### config.mk
export PLATFORM = sky130hd
export DESIGN_NAME = irq_vector_ctrl
export DESIGN_NICKNAME = d
export VERILOG_FILES = /design/src/rtl/irq_pkg.sv /design/src/rtl/irq_flag_bank.sv /design/src/rtl/irq_prio_pick.sv /design/src/rtl/irq_seq_fsm.sv /design/src/rtl/irq_vector_ctrl.sv
export SDC_FILE = /design/constraint.sdc
export NUM_CORES = 1
export LEC_CHECK = 0
export CORE_ASPECT_RATIO = 1.75
export CORE_MARGIN = 5
export CORE_UTILIZATION = 37
export CTS_CLUSTER_DIAMETER = 60
export DETAILED_ROUTE_END_ITERATION = 16
export GPL_TIMING_DRIVEN = 0
export PLACE_DENSITY = 0.83
export SYNTH_ARGS = -nofsm -noshare
export SYNTH_HDL_FRONTEND = slang
export SYNTH_HIERARCHICAL = 1
export SYNTH_SLANG_ARGS = --single-unit
export TNS_END_PERCENT = 50
### constraint.sdc
create_clock -name clk -period 1.9 [get_ports clk]
set_input_delay 0.475 -clock clk [delete_from_list [all_inputs] [get_ports clk]]
set_output_delay 0.475 -clock clk [all_outputs]
set_load 0.01 [all_outputs]
### src/rtl/irq_pkg.sv
// Package irq_pkg: shared constants and types of the interrupt controller.
// Source indices are ordered by priority; index i is served at vector i+1.
package irq_pkg;
    localparam int NSRC    = 6;
    localparam int SRC_EXT = 0;
    localparam int SRC_PIN = 1;
    localparam int SRC_T1A = 2;
    localparam int SRC_T1B = 3;
    localparam int SRC_T1O = 4;
    localparam int SRC_T0O = 5;

    // Timer register bit positions (software-visible layout)
    localparam int TB_T1A = 6;
    localparam int TB_T1B = 5;
    localparam int TB_T1O = 2;
    localparam int TB_T0O = 1;
    localparam int TMR_W  = 8;

    typedef enum logic [1:0] {
        ST_IDLE   = 2'd0,
        ST_ENTRY  = 2'd1,
        ST_RETURN = 2'd2
    } seq_state_t;
endpackage

### src/rtl/irq_flag_bank.sv
// Module irq_flag_bank: one sticky flag per source.
// Assumes set, write-one-to-clear and service-clear are single-cycle strobes.
// A set strobe overrides both clears in the same cycle, so no event is lost.
module irq_flag_bank #(
    parameter int N = 6
) (
    input  logic         clk,
    input  logic         rst_n,
    input  logic [N-1:0] set_i,
    input  logic [N-1:0] w1c_i,
    input  logic [N-1:0] svc_clr_i,
    output logic [N-1:0] flags_o
);
    for (genvar i = 0; i < N; i++) begin : g_flag
        // Purpose: hold one pending request until it is cleared
        always_ff @(posedge clk) begin
            if (!rst_n)
                flags_o[i] <= 1'b0;
            else
                flags_o[i] <= set_i[i] | (flags_o[i] & ~w1c_i[i] & ~svc_clr_i[i]);
        end
    end
endmodule

### src/rtl/irq_prio_pick.sv
// Module irq_prio_pick: fixed-priority selector, index 0 highest.
// Purely combinational; produces a one-hot grant and the vector (index+1).
module irq_prio_pick #(
    parameter int N     = 6,
    parameter int VEC_W = 10
) (
    input  logic [N-1:0]     req_i,
    output logic [N-1:0]     grant_o,
    output logic             any_o,
    output logic [VEC_W-1:0] vec_o
);
    logic [N:0] seen;
    assign seen[0] = 1'b0;

    for (genvar i = 0; i < N; i++) begin : g_chain
        assign grant_o[i]  = req_i[i] & ~seen[i];
        assign seen[i + 1] = seen[i] | req_i[i];
    end

    assign any_o = seen[N];

    // Purpose: encode the granted index into its vector address
    always_comb begin
        vec_o = '0;
        for (int i = 0; i < N; i++) begin
            if (grant_o[i])
                vec_o = VEC_W'(i + 1);
        end
    end
endmodule

### src/rtl/irq_seq_fsm.sv
// Module irq_seq_fsm: entry/return sequencer and global-enable owner.
// Assumes insn_done marks the last cycle of each instruction and that
// reti_done is only meaningful together with insn_done.
module irq_seq_fsm #(
    parameter int ENTRY_CYC = 4,
    parameter int RET_CYC   = 4,
    parameter int PUSH_N    = 2
) (
    input  logic clk,
    input  logic rst_n,
    input  logic insn_done,
    input  logic reti_done,
    input  logic req_any,
    input  logic gie_set,
    input  logic gie_clr,
    output logic accept_o,
    output logic gie_o,
    output logic take_o,
    output logic push_o,
    output logic pop_o,
    output logic vec_valid_o,
    output logic busy_o
);
    import irq_pkg::*;

    localparam int MAXC  = (ENTRY_CYC > RET_CYC) ? ENTRY_CYC : RET_CYC;
    localparam int CNT_W = $clog2(MAXC + 1);

    seq_state_t       state_q;
    logic [CNT_W-1:0] cnt_q;
    logic             hold_q;
    logic             start_ret;
    logic             last_entry;
    logic             last_ret;

    // Purpose: decode boundary events and the final cycles of each sequence
    always_comb begin
        start_ret  = (state_q == ST_IDLE) && insn_done && reti_done;
        accept_o   = (state_q == ST_IDLE) && insn_done && !reti_done &&
                     req_any && gie_o && !hold_q;
        last_entry = (state_q == ST_ENTRY)  && (cnt_q == CNT_W'(ENTRY_CYC - 1));
        last_ret   = (state_q == ST_RETURN) && (cnt_q == CNT_W'(RET_CYC - 1));
    end

    // Purpose: advance the sequence state and its cycle counter
    always_ff @(posedge clk) begin
        if (!rst_n) begin
            state_q <= ST_IDLE;
            cnt_q   <= '0;
        end else begin
            case (state_q)
                ST_IDLE: begin
                    cnt_q <= '0;
                    if (start_ret)
                        state_q <= ST_RETURN;
                    else if (accept_o)
                        state_q <= ST_ENTRY;
                end
                ST_ENTRY: begin
                    if (last_entry) begin
                        state_q <= ST_IDLE;
                        cnt_q   <= '0;
                    end else begin
                        cnt_q <= cnt_q + 1'b1;
                    end
                end
                ST_RETURN: begin
                    if (last_ret) begin
                        state_q <= ST_IDLE;
                        cnt_q   <= '0;
                    end else begin
                        cnt_q <= cnt_q + 1'b1;
                    end
                end
                default: begin
                    state_q <= ST_IDLE;
                    cnt_q   <= '0;
                end
            endcase
        end
    end

    // Purpose: global enable, hardware entry/return beat software strobes
    always_ff @(posedge clk) begin
        if (!rst_n)
            gie_o <= 1'b0;
        else if (accept_o)
            gie_o <= 1'b0;
        else if (last_ret)
            gie_o <= 1'b1;
        else if (gie_clr)
            gie_o <= 1'b0;
        else if (gie_set)
            gie_o <= 1'b1;
    end

    // Purpose: block taking until one instruction has completed after return
    always_ff @(posedge clk) begin
        if (!rst_n)
            hold_q <= 1'b0;
        else if (last_ret)
            hold_q <= 1'b1;
        else if ((state_q == ST_IDLE) && insn_done)
            hold_q <= 1'b0;
    end

    assign take_o      = (state_q == ST_ENTRY) && (cnt_q == '0);
    assign push_o      = (state_q == ST_ENTRY) && (cnt_q < CNT_W'(PUSH_N));
    assign pop_o       = (state_q == ST_RETURN) && (cnt_q < CNT_W'(PUSH_N));
    assign vec_valid_o = last_entry;
    assign busy_o      = (state_q != ST_IDLE);
endmodule

### src/rtl/irq_vector_ctrl.sv
// Module irq_vector_ctrl: top of the vectored interrupt controller.
// Maps the software register layout onto priority-ordered sources, picks
// one request per boundary, latches its vector and clears its flag.
// Assumes all event and clear inputs are synchronous single-cycle strobes.
module irq_vector_ctrl #(
    parameter int PC_W      = 10,
    parameter int ENTRY_CYC = 4,
    parameter int RET_CYC   = 4
) (
    input  logic                     clk,
    input  logic                     rst_n,
    input  logic                     insn_done,
    input  logic                     reti_done,
    input  logic                     gie_set,
    input  logic                     gie_clr,
    input  logic                     ext_evt,
    input  logic                     pin_evt,
    input  logic [irq_pkg::TMR_W-1:0] tmr_evt,
    input  logic                     ext_en,
    input  logic                     pin_en,
    input  logic [irq_pkg::TMR_W-1:0] tmr_mask,
    input  logic [1:0]               gen_w1c,
    input  logic [irq_pkg::TMR_W-1:0] tmr_w1c,
    output logic                     gie,
    output logic [1:0]               gen_flags,
    output logic [irq_pkg::TMR_W-1:0] tmr_flags,
    output logic                     take,
    output logic                     push,
    output logic                     pop,
    output logic                     vec_valid,
    output logic [PC_W-1:0]          vec_addr,
    output logic                     busy
);
    import irq_pkg::*;

    localparam int PUSH_N = (PC_W + 7) / 8;

    logic [NSRC-1:0] src_set, src_en, src_w1c, src_flag, src_req;
    logic [NSRC-1:0] grant, svc_clr;
    logic            req_any, accept;
    logic [PC_W-1:0] pick_vec, vec_q;
    logic            unused_tmr;

    // Purpose: map register bit layout onto priority-ordered source indices
    always_comb begin
        src_set = '0;
        src_en  = '0;
        src_w1c = '0;
        src_set[SRC_EXT] = ext_evt;          src_en[SRC_EXT] = ext_en;
        src_set[SRC_PIN] = pin_evt;          src_en[SRC_PIN] = pin_en;
        src_set[SRC_T1A] = tmr_evt[TB_T1A];  src_en[SRC_T1A] = tmr_mask[TB_T1A];
        src_set[SRC_T1B] = tmr_evt[TB_T1B];  src_en[SRC_T1B] = tmr_mask[TB_T1B];
        src_set[SRC_T1O] = tmr_evt[TB_T1O];  src_en[SRC_T1O] = tmr_mask[TB_T1O];
        src_set[SRC_T0O] = tmr_evt[TB_T0O];  src_en[SRC_T0O] = tmr_mask[TB_T0O];
        src_w1c[SRC_EXT] = gen_w1c[0];
        src_w1c[SRC_PIN] = gen_w1c[1];
        src_w1c[SRC_T1A] = tmr_w1c[TB_T1A];
        src_w1c[SRC_T1B] = tmr_w1c[TB_T1B];
        src_w1c[SRC_T1O] = tmr_w1c[TB_T1O];
        src_w1c[SRC_T0O] = tmr_w1c[TB_T0O];
    end

    assign unused_tmr = ^{tmr_evt[7], tmr_evt[4], tmr_evt[3], tmr_evt[0],
                          tmr_mask[7], tmr_mask[4], tmr_mask[3], tmr_mask[0],
                          tmr_w1c[7], tmr_w1c[4], tmr_w1c[3], tmr_w1c[0]};

    assign src_req = src_flag & src_en;
    assign svc_clr = accept ? grant : '0;

    irq_flag_bank #(.N(NSRC)) u_flags (
        .clk       (clk),
        .rst_n     (rst_n),
        .set_i     (src_set),
        .w1c_i     (src_w1c),
        .svc_clr_i (svc_clr),
        .flags_o   (src_flag)
    );

    irq_prio_pick #(.N(NSRC), .VEC_W(PC_W)) u_pick (
        .req_i   (src_req),
        .grant_o (grant),
        .any_o   (req_any),
        .vec_o   (pick_vec)
    );

    irq_seq_fsm #(
        .ENTRY_CYC (ENTRY_CYC),
        .RET_CYC   (RET_CYC),
        .PUSH_N    (PUSH_N)
    ) u_seq (
        .clk         (clk),
        .rst_n       (rst_n),
        .insn_done   (insn_done),
        .reti_done   (reti_done),
        .req_any     (req_any),
        .gie_set     (gie_set),
        .gie_clr     (gie_clr),
        .accept_o    (accept),
        .gie_o       (gie),
        .take_o      (take),
        .push_o      (push),
        .pop_o       (pop),
        .vec_valid_o (vec_valid),
        .busy_o      (busy)
    );

    // Purpose: capture the winning vector at the accepting edge
    always_ff @(posedge clk) begin
        if (!rst_n)
            vec_q <= '0;
        else if (accept)
            vec_q <= pick_vec;
    end

    assign vec_addr  = vec_q;
    assign gen_flags = {src_flag[SRC_PIN], src_flag[SRC_EXT]};

    // Purpose: rebuild the timer flag view, unused bits read zero
    always_comb begin
        tmr_flags         = '0;
        tmr_flags[TB_T1A] = src_flag[SRC_T1A];
        tmr_flags[TB_T1B] = src_flag[SRC_T1B];
        tmr_flags[TB_T1O] = src_flag[SRC_T1O];
        tmr_flags[TB_T0O] = src_flag[SRC_T0O];
    end
endmodule

### After elaboration in Yosys (flattened, before gate mapping)

Cells that the tools add are included.

| word-level totals | value |
|---|---|
| output and inout bits | 26 |
| register bits | 23 |
| logic and storage cells | 106 |

| operators by class | value |
|---|---|
| equal/unequal tests | 6 |
| reductions and logical operators | 20 |
| mux-type cells | 20 |
| $add $sub $neg | 1 |
| bitwise operators | 47 |
| $lt $le $gt $ge | 1 |

Operators with widths:

| operator | number |
|---|---|
| 10-bit two-way mux | 5 |
| 1-bit inverter | 18 |
| 1-bit bitwise AND | 17 |
| 1-bit logical AND | 11 |
| 1-bit OR | 11 |
| 2-bit two-way mux | 4 |
| 6-bit bitwise AND | 1 |
| 1-bit two-way mux | 6 |
| 3-bit two-way mux | 2 |
| 6-bit two-way mux | 1 |
| 2-bit case mux with 3 select lines | 1 |
| 3-bit case mux with 2 select lines | 1 |
| 2-bit nonzero test | 2 |
| 3-bit by 1-bit adder with 3-bit output, second input constant | 1 |
| 3-bit by 2-bit == test with 1-bit output, second input constant | 1 |
| 3-bit zero test | 1 |
| 3-bit by 2-bit < comparator with 1-bit output, second input constant | 1 |
| 3-bit by 2-bit != test with 1-bit output, second input constant | 1 |
| 3-bit AND reduction | 1 |
| 3-bit nonzero test | 1 |
| 2-bit by 1-bit == test with 1-bit output, second input constant | 1 |
| 2-bit == test, second input constant | 1 |
| 1-bit zero test | 2 |
| 2-bit zero test | 1 |
| other kinds (3) | 3 |

### Longest topological paths before layout

Gate-level depths: netlist (run 1).

| depth | value |
|---|---|
| depth after elaboration | 13 |
| depth in mapped cells | 10 |
| mapped depth without buffers | 8 |

### By module

The synthesis (run 1) kept the hierarchy.

By module, submodules not included:

| module | sequential area each (um2) | times used | cells an instance | area an instance (um2) |
|---|---|---|---|---|
| irq_vector_ctrl | 200.2 | 1 | 49 | 510.5 |
| irq_seq_fsm | 140.1 | 1 | 47 | 401.6 |
| irq_flag_bank | 120.1 | 1 | 18 | 240.2 |
| irq_prio_pick | 0.0 | 1 | 24 | 156.4 |

### Worst setup path after synthesis (run 1)

OpenSTA, ideal clock, no wires.

| path | value |
|---|---|
| path type | input-to-reg |
| start | input port ext_en |
| end | register u_flags.flags_o[2] |
| path buffers | 2 |
| setup slack | -141 ps |
| required time | 1842 ps |
| data arrival time | 1984 ps |
| stages on the path | 10 |
| setup time | 58 ps |
| cells stage by stage | and2_1 nor3_1 nand2_1 and4bb_1 nor2b_1 buf_6 buf_12 and2_2 nor3b_2 o21a_1 |

| on the way | value |
|---|---|
| word-level cells in the longest chain between the ends | 13 |

Ends and longest elaborated chain:

| what | line | source |
|---|---|---|
| from (decl) | irq_vector_ctrl.sv:19 | `input logic ext_en,` |
| 6-bit bitwise AND | irq_vector_ctrl.sv:67 | `assign src_req = src_flag & src_en;` |
| 1-bit OR (5 in a row) | irq_prio_pick.sv:17 | `assign seen[i + 1] = seen[i] \| req_i[i];` |
| named net req_any | irq_vector_ctrl.sv:40 | `logic req_any, accept;` |
| 1-bit logical AND | irq_seq_fsm.sv:39 | `accept_o = (state_q == ST_IDLE) && insn_done && !reti_done &&` |
| 1-bit logical AND (2 in a row) | irq_seq_fsm.sv:40 | `req_any && gie_o && !hold_q;` |
| named net accept | irq_vector_ctrl.sv:40 |  |
| 6-bit two-way mux | irq_vector_ctrl.sv:68 | `assign svc_clr = accept ? grant : '0;` |
| named net svc_clr[2] | irq_vector_ctrl.sv:39 | `logic [NSRC-1:0] grant, svc_clr;` |
| 1-bit inverter | irq_flag_bank.sv:20 | `flags_o[i] <= set_i[i] \| (flags_o[i] & ~w1c_i[i] & ~svc_clr_i[i]);` |
| 1-bit bitwise AND | irq_flag_bank.sv:20 |  |
| 1-bit OR | irq_flag_bank.sv:20 |  |
| to (signal, indexed assignment) | irq_flag_bank.sv:20 |  |
| to (decl) | irq_flag_bank.sv:12 | `output logic [N-1:0] flags_o` |

The timed path passes the listed nets, and every way through them passes these cells.
A chain may end at the register's enable or synchronous reset.

### Final worst setup path (run 1)

| path | value |
|---|---|
| start | input port tmr_mask[2] (netlist bit) |
| end | register u_flags.flags_o[4] |

| on the way | value |
|---|---|
| word-level cells in the longest chain between the ends | 10 |

Ends and longest elaborated chain:

| what | line | source |
|---|---|---|
| from (decl) | irq_vector_ctrl.sv:21 | `input logic [irq_pkg::TMR_W-1:0] tmr_mask,` |
| 6-bit bitwise AND | irq_vector_ctrl.sv:67 |  |
| named net src_req[4] | irq_vector_ctrl.sv:38 | `logic [NSRC-1:0] src_set, src_en, src_w1c, src_flag, src_req;` |
| 1-bit OR (2 in a row) | irq_prio_pick.sv:17 |  |
| named net req_any | irq_vector_ctrl.sv:40 |  |
| 1-bit logical AND | irq_seq_fsm.sv:39 |  |
| 1-bit logical AND (2 in a row) | irq_seq_fsm.sv:40 |  |
| named net accept | irq_vector_ctrl.sv:40 |  |
| 6-bit two-way mux | irq_vector_ctrl.sv:68 |  |
| named net svc_clr[4] | irq_vector_ctrl.sv:39 |  |
| 1-bit inverter | irq_flag_bank.sv:20 |  |
| 1-bit bitwise AND | irq_flag_bank.sv:20 |  |
| 1-bit OR | irq_flag_bank.sv:20 |  |

The timed path passes the listed nets, and every way through them passes these cells.

==> impl_metrics.json, run 1 <==
{
  "via_per_inst": 4.49,
  "num_antenna_cells": 0,
  "yosysTopAreaCellShare": 0.352,
  "syn_to_final_growth_pct": 54.2,
  "yosysMostFrequentCell": "dfxtp_1",
  "synth_edf_count": 0,
  "wirelength_um": 2910,
  "cts_root_buf": "clkbuf_8",
  "grt_max_degree": 20,
  "ir_worst_vdd_v": 0.000449,
  "post_drt_wl_per_cell_um": 11.7,
  "synthTopCellsByArea": "dfxtp_1, mux2i_1, buf_4",
  "cts_hold_buf": 0,
  "dieArea_um2": 4870,
  "cts_buffer_depth": 2,
  "final-max-slew-violation-count": 0,
  "hold_viol_final": 0,
  "htree_levels": 1,
  "fin_skew_ns": 0.00242,
  "clkLatencyLatePin_ns": 0.26,
  "drc": 0,
  "cellLeakagePower_uw": 0.000832,
  "clkTransAtPathRegs_ns": 0.09,
  "r2r_slack_ns": 0.14,
  "worstPathRequired_ns": 2.11,
  "timing.final.crit_share": 0.974,
  "track_usage": 0.126,
  "grt_setup_unrepaired": "true",
  "drive_above_1_share": 0.266,
  "p_per_area_nw_per_um2": 516,
  "cts_buffers": 3,
  "yosysTopAreaCell": "dfxtp_1",
  "nets": 246,
  "die_y_um": 88.7,
  "gp_congestion": 0.803,
  "finalSetupViolations": 0,
  "dp.cells": 237,
  "synth-seq-cells": 23,
  "synth_area_um2": 1310,
  "antenna_found_initial": 0,
  "maxCapViolCount": 0,
  "grt-ovfl-total": 0,
  "antenna_left": 0,
  "syn_avg_cell_area_um2": 9.48,
  "drtIter0Drc": 6,
  "port_buffers": 45,
  "slew_headroom": 0.564,
  "place_ws_ns": -0.591,
  "tightest_slew_ns": 0.652,
  "yosysUniqueCellTypes": 30,
  "hold_class": "reg2reg",
  "grt_pass1_vias": 1121,
  "crit_fanout": 5,
  "period_needed_ns": 1.85,
  "synth_ff_type": "dfxtp_1",
  "instances_no_fill": 248,
  "fillCellCount": 333,
  "drt-pass1-iter-count": 3,
  "final.setup.worst_slack_ns": 0.0496,
  "grt_pass1_wl_um": 4640,
  "seq_area_frac_synth": 0.352,
  "critPathArrivalTime_ns": 2.06,
  "cts_sinks": 23,
  "start_kind": "primary input",
  "status": "finished, final reports clean",
  "core-area_um2": 3400,
  "synthArstFlopShare": 0,
  "start_util": 0.385,
  "synth_common_cells": "dfxtp_1, nor2b_1, buf_4",
  "cts_tree": "done",
  "die_w_um": 55.0,
  "synth_cells": 138,
  "worstSetupEndpointType": "register",
  "via_count": 1113,
  "synth_warnings": 6,
  "path_class": "in2reg",
  "fmax_ghz": 0.540,
  "io_pins": 62,
  "hpwl_um": 2190,
  "rows": 28,
  "hold-worst-slack_ns": 0.425
}
[metrics by stage]
step | setup TNS [ns] | utilization | instance area [um2] | total power [uW]
floorplan | -0.0877 | - | 1380 | 631
global placement | -6.99 | 0.554 | 1880 | 730
detailed placement | -7.40 | 0.554 | 1880 | 734
CTS | 0 | 0.591 | 2010 | 1060
global route | -0.0465 | 0.594 | 2020 | 1110
finish | 0 | 0.594 | 2020 | 1040
[report_power, final]
part / internal [uW] / leakage [uW] / switching [uW]
sequential: 496 / 0.000189 / 8.50
clock: 148 / 0.0000217 / 160
combinational: 139 / 0.000622 / 89.9
[cell families after synthesis]
kind of cell / after synthesis / synth area share
fa+ha+maj: 6 / 0.0574
simple gates: 58 / 0.299
mux: 10 / 0.0765
compound gates: 17 / 0.0937
other cells: 2 / 0.00574
buf+inv: 22 / 0.116
flops: 23 / 0.352
[worst paths after layout]
kind | end | depth (start not counted) | from
setup / recovery | u_flags/flags_o[4] | 10 | tmr_mask[2]
hold / removal | u_seq/cnt_q[0] | 1 | u_seq/cnt_q[0]
setup reg to reg | u_flags/flags_o[4] | 9 | u_flags/flags_o[4]
hold reg to reg | u_seq/cnt_q[0] | 1 | u_seq/cnt_q[0]
[cell type report]
type	instances	area [um2]	share of cell area
inverters	8	30.0	0.0149
clock buffers	3	41.3	0.0205
multi-input cells	102	791	0.392
repair buffers	53	519	0.257
well taps	45	56.3	0.0279
flip-flops and latches	23	463	0.229
plain buffers	13	110	0.0546
clock inverters	1	7.51	0.00372
[layout by cell type (no fill, tap or decap)]
cell type         n
and3_1            3
buf_16            1
mux2i_1          10
clkdlybuf4s15_1   2
nor3_1            2
o21bai_1          2
clkbuf_8          3
dlygate4sd2_1     9
or3b_1            1
nand3_1           1
nor2b_1          12
buf_12            1
and2_4           12
nand2b_1          1
nor2_1            6
o21a_1            6
dfxtp_2           2
a41oi_1           1
o21ba_2           1
clkinvlp_4        1
nor2b_4           1
and4bb_1          1
and2_2            1
nor4_2            1
nor3b_2           6
ha_1              3
dfxtp_1          21
a21oi_1           4
conb_1           11
buf_4            19
nor3b_1           1
clkdlybuf4s50_1  34
ha_2              3
nor4_1            1
nand2_1           5
a211oi_1          2
nor3_4            2
inv_1             8
o31a_1            1
and2_1            1
[metal layers]
layer  vias up  global-route usage  wire length, um
met5         -                   0                0
met4         0              0.0398               36
met1       509               0.130             1060
met3         4              0.0253              181
met2        31               0.239             1640
li1        569                   -                -
[flip-flops by register name, summed over array words and instances, names as in the netlist]
signal / count
u_flags/flags_o: 6
u_seq/hold_q: 1
vec_addr: 10
u_seq/gie_o: 1
u_seq/cnt_q: 3
u_seq/state_q: 2
[critical path, stage by stage]
cell and delay [ns]:
dlygate4sd2_1 0.23, and2_4 0.14, nor3_4 0.19, nand2_1 0.09, and4bb_1 0.21, nor2b_4 0.16, buf_12 0.13, and2_4 0.13
nor3b_2 0.17, o21a_1 0.13
[timing repair]
action                     CTS  global route
cloned                       1             0
buffers inserted             6             1
pin swaps                    6             7
resized for setup           21             3
setup endpoints to repair   21             8
Power figures use the tool's default switching activity.
==> run 2, diff against run 1 <==
--- a/config.mk
+++ b/config.mk
@@ -5,13 +5,15 @@
 export SDC_FILE = /design/constraint.sdc
 export NUM_CORES = 1
 export LEC_CHECK = 0
+export CELL_PAD_IN_SITES_DETAIL_PLACEMENT = 0
+export CELL_PAD_IN_SITES_GLOBAL_PLACEMENT = 2
 export CORE_ASPECT_RATIO = 1.75
 export CORE_MARGIN = 5
-export CORE_UTILIZATION = 37
+export CORE_UTILIZATION = 21
 export CTS_CLUSTER_DIAMETER = 60
 export DETAILED_ROUTE_END_ITERATION = 16
 export GPL_TIMING_DRIVEN = 0
-export PLACE_DENSITY = 0.83
+export PLACE_DENSITY = 0.85
 export SYNTH_ARGS = -nofsm -noshare
 export SYNTH_HDL_FRONTEND = slang
 export SYNTH_HIERARCHICAL = 1
==> impl_metrics.json, run 2 (synthesis results as in run 1) <==
{
  "status": "finished, final reports clean",
  "layout_common_cells": "clkdlybuf4s50_1, dfxtp_1, buf_4",
  "port_buffers": 45,
  "die_y_um": 114,
  "hold_viol_final": 0,
  "grt_pass1_vias": 1153,
  "via_per_inst": 3.89,
  "regArea_um2": 463,
  "worstSetupEndpointType": "output port",
  "drt-pass1-iter-count": 4,
  "timing.final.crit_share": 0.964,
  "maxCapViolCount": 0,
  "dieArea_um2": 7970,
  "hpwl_um": 2530,
  "dp.cells": 272,
  "nets": 247,
  "grt_pass1_wl_um": 5530,
  "cts_hold_buf": 0,
  "fillCellCount": 661,
  "period_needed_ns": 1.83,
  "htree_levels": 1,
  "path_class": "reg2out",
  "cts_sinks": 23,
  "grt_max_degree": 20,
  "final_core_util": 0.341,
  "rows": 38,
  "track_usage": 0.0866,
  "hold-worst-slack_ns": 0.463,
  "tightest_slew_ns": 0.694,
  "critPathSlowestCell": "dfxtp_1",
  "power.total_uw": 1060,
  "fin_setup_tns_ns": 0,
  "cts_buffer_depth": 2,
  "finalSetupViolations": 0,
  "wirelength_um": 3350,
  "io_pins": 62,
  "cts_root_buf": "clkbuf_8",
  "final-max-slew-violation-count": 0,
  "largest_reg_flops": 10,
  "cellLeakagePower_uw": 0.000853,
  "grt-ovfl-total": 0,
  "cp_cell_sequence": "inv_2 -> ha_4 -> and3_1 -> dlygate4sd2_1",
  "fin_skew_ns": 0.00863,
  "via_count": 1104,
  "gp_congestion": 0.675,
  "num_antenna_cells": 0,
  "slowest_delay_ns": 0.39,
  "clkTransAtPathRegs_ns": 0.09,
  "clkLatencyLatePin_ns": 0.27,
  "p_per_area_nw_per_um2": 508,
  "antenna_left": 0,
  "worstPathRequired_ns": 1.42,
  "hold_class": "reg2reg",
  "mostFrequentLayoutCell": "clkdlybuf4s50_1",
  "grt_setup_unrepaired": "false",
  "instances_no_fill": 284,
  "multiInputGateArea_um2": 811,
  "fmax_ghz": 0.546,
  "slew_headroom": 0.536,
  "antenna_found_initial": 0,
  "crit_fanout": 5,
  "drtIter0Drc": 23,
  "syn_to_final_growth_pct": 59.8,
  "ir_worst_vdd_v": 0.000214,
  "core-area_um2": 6130,
  "cts_tree": "done",
  "start_util": 0.213,
  "critPathArrivalTime_ns": 1.36,
  "die_w_um": 69.7,
  "cts_buffers": 3,
  "drive_above_1_share": 0.279,
  "post_drt_wl_per_cell_um": 11.8,
  "drc": 0,
  "start_kind": "register"
}
## run 2: changes by cell type in the layout (fill, tap and decap cells not counted), sizes merged
cell           delta
clkdlybuf4s15     +1
dlygate4sd2       -3
buf               +1
dlymetal6s2s      +2
## run 2: path summary, 6_finish.rpt
check | start | to | slack [ns] | cells after the start
max | u_seq/state_q[1] | take | 0.07 | 4
min | u_seq/hold_q | u_seq/hold_q | 0.46 | 2
max reg2reg | u_flags/flags_o[3] | u_flags/flags_o[5] | 0.17 | 9
min reg2reg | u_seq/hold_q | u_seq/hold_q | 0.46 | 2
## run 2: metrics by stage
step | cell area, um2 | setup WS [ns]
global route | 2090 | 0.00388
CTS | 2070 | 0.0000440
finish | 2090 | 0.0686
global placement | 1930 | -0.617
floorplan | 1380 | -0.0146
detailed placement | 1930 | -0.634
## run 2: layout make-up
class,count,area share
multi-input combinational,102,0.388
timing repair buffer,54,0.253
sequential,23,0.221
buffer,13,0.0527
tap,80,0.0479
clock buffer,3,0.0197
inverter,8,0.0144
clock inverter,1,0.00359
## run 2: per-layer routing
layer | global-route usage | share of wire
met4 | 0.0269 | 0.0081
met2 | 0.175 | 0.58
met1 | 0.0868 | 0.37
met3 | 0.0176 | 0.047
met5 | 0 | 0
## run 2: critical path, delay by kind of cell, from the launching register on
family                     cells  cell delay [ns]
DFF                            1             0.39
buffers and inverters          2             0.37
adders and majority gates      1             0.18
and+or+nand+nor                1             0.15
## run 2: timing repair
action,in CTS,in global routing
buffers inserted,9,0
pin swaps,15,5
setup endpoints to repair,21,18
gates resized for setup,21,7
## run 2: power by group
| group | internal, uW | switching, uW |
|---|---|---|
| Clock | 148 | 171 |
| Combinational | 143 | 93.6 |
| Sequential | 496 | 10.2 |
| Total | 788 | 275 |
==> run 3, diff against run 2 <==
--- a/config.mk
+++ b/config.mk
@@ -8,7 +8,7 @@
 export CELL_PAD_IN_SITES_DETAIL_PLACEMENT = 0
 export CELL_PAD_IN_SITES_GLOBAL_PLACEMENT = 2
 export CORE_ASPECT_RATIO = 1.75
-export CORE_MARGIN = 5
+export CORE_MARGIN = 10
 export CORE_UTILIZATION = 21
 export CTS_CLUSTER_DIAMETER = 60
 export DETAILED_ROUTE_END_ITERATION = 16
==> impl_metrics.json, run 3 (synthesis results as in run 1) <==
{
  "antenna_left": 0,
  "tightest_slew_ns": 0.699,
  "period_needed_ns": 1.85,
  "die_w_um": 79.7,
  "slowest_delay_ns": 0.38,
  "cp_cell_sequence": "inv_1 -> ha_2 -> and3_1 -> dlygate4sd2_1",
  "hold_class": "reg2reg",
  "via_count": 1083,
  "multiInputGateArea_um2": 801,
  "io_pins": 62,
  "htree_levels": 1,
  "drive_above_1_share": 0.271,
  "cts_sinks": 23,
  "layout_common_cells": "clkdlybuf4s50_1, dfxtp_1, buf_4",
  "cts_tree": "done",
  "met3_usage": 0.0217,
  "regArea_um2": 463,
  "instances_no_fill": 283,
  "cts_buffers": 3,
  "top_usage_layer": "met2",
  "critPathSlowestCell": "dfxtp_2",
  "antenna_found_initial": 0,
  "syn_to_final_growth_pct": 57.7,
  "nets": 246,
  "finalSetupViolations": 0,
  "p_per_area_nw_per_um2": 511,
  "grt_max_degree": 20,
  "worstSetupEndpointType": "output port",
  "critPathArrivalTime_ns": 1.38,
  "cellLeakagePower_uw": 0.000843,
  "grtUsageMet1": 0.0734,
  "drt-pass1-iter-count": 4,
  "via_per_inst": 3.83,
  "cts_root_buf": "clkbuf_8",
  "start_util": 0.213,
  "clkLatencyLatePin_ns": 0.27,
  "grt-ovfl-total": 0,
  "grt_pass1_wl_um": 5840,
  "fmax_ghz": 0.541,
  "worstPathRequired_ns": 1.42,
  "crit_buf_inv": 2,
  "status": "finished, final reports clean",
  "post_drt_wl_per_cell_um": 12.6,
  "rows": 38,
  "dieArea_um2": 9910,
  "path_delay_family": "flip-flops",
  "fin_skew_ns": 0.00586,
  "slew_headroom": 0.533,
  "final_core_util": 0.337,
  "die_y_um": 124,
  "grt_pass1_vias": 1174,
  "fillCellCount": 640,
  "largest_reg_flops": 10,
  "crit_fanout": 4,
  "hold_viol_final": 0,
  "cts_buffer_depth": 2,
  "hpwl_um": 2770,
  "drc": 0,
  "fin_setup_tns_ns": 0,
  "wirelength_um": 3570,
  "gp_congestion": 0.759,
  "final-max-slew-violation-count": 0,
  "use_met2": 0.138,
  "grt_setup_unrepaired": "true",
  "num_antenna_cells": 0,
  "track_usage": 0.0736,
  "port_buffers": 45,
  "clkTransAtPathRegs_ns": 0.09,
  "mostFrequentLayoutCell": "clkdlybuf4s50_1",
  "path_class": "reg2out",
  "drtIter0Drc": 18,
  "dp.cells": 272,
  "core-area_um2": 6130,
  "ir_worst_vdd_v": 0.000160,
  "start_kind": "register",
  "maxCapViolCount": 0,
  "timing.final.crit_share": 0.974
}
[run 3: power breakdown]
group | internal [uW] | total, uW | switching [uW]
Combinational | 140 | 233 | 93.6
Sequential | 496 | 506 | 9.35
Clock | 147 | 316 | 170
[run 3: stage by stage]
step                worst slack, ns  total power [uW]  hold slack [ns]  area, um2
floorplan                   -0.0146               631            0.417       1380
global placement             -0.630               740            0.431       1930
detailed placement           -0.619               740            0.434       1930
CTS                        -0.00212              1080            0.424       2060
global route                -0.0159              1130            0.441       2060
finish                       0.0500              1060            0.425       2060
[run 3: final cells by class]
type | instances | share of cell area
Tap cell | 80 | 0.0485
Multi-Input combinational cell | 102 | 0.388
Timing Repair Buffer | 53 | 0.249
Inverter | 8 | 0.0145
Buffer | 13 | 0.0533
Clock buffer | 3 | 0.0200
Sequential cell | 23 | 0.224
Clock inverter | 1 | 0.00242
[run 3: path summary, 6_finish.rpt]
path | start | to | slack [ns] | cells after the start
worst max-delay path | u_seq/state_q[0] | pop | 0.05 | 4
worst min-delay path | u_seq/cnt_q[0] | u_seq/cnt_q[0] | 0.43 | 1
worst max register to register | u_flags/flags_o[0] | u_flags/flags_o[2] | 0.19 | 9
worst min register to register | u_seq/cnt_q[0] | u_seq/cnt_q[0] | 0.43 | 1
[run 3: timing repair]
item | 4_1_cts | 5_1_grt
gates cloned | 0 | 0
gates resized for setup | 22 | 2
endpoints found under the hold margin | 0 | 0
setup endpoints to repair | 21 | 18
hold buffers | 0 | 0
setup buffers | 8 | 0
pin swaps | 14 | 4
[run 3: metal layers]
metal  up-vias  share of wire
met5         -              0
met4         0         0.0070
met3         2          0.072
met2        28           0.56
met1       485           0.36
li1        568              -
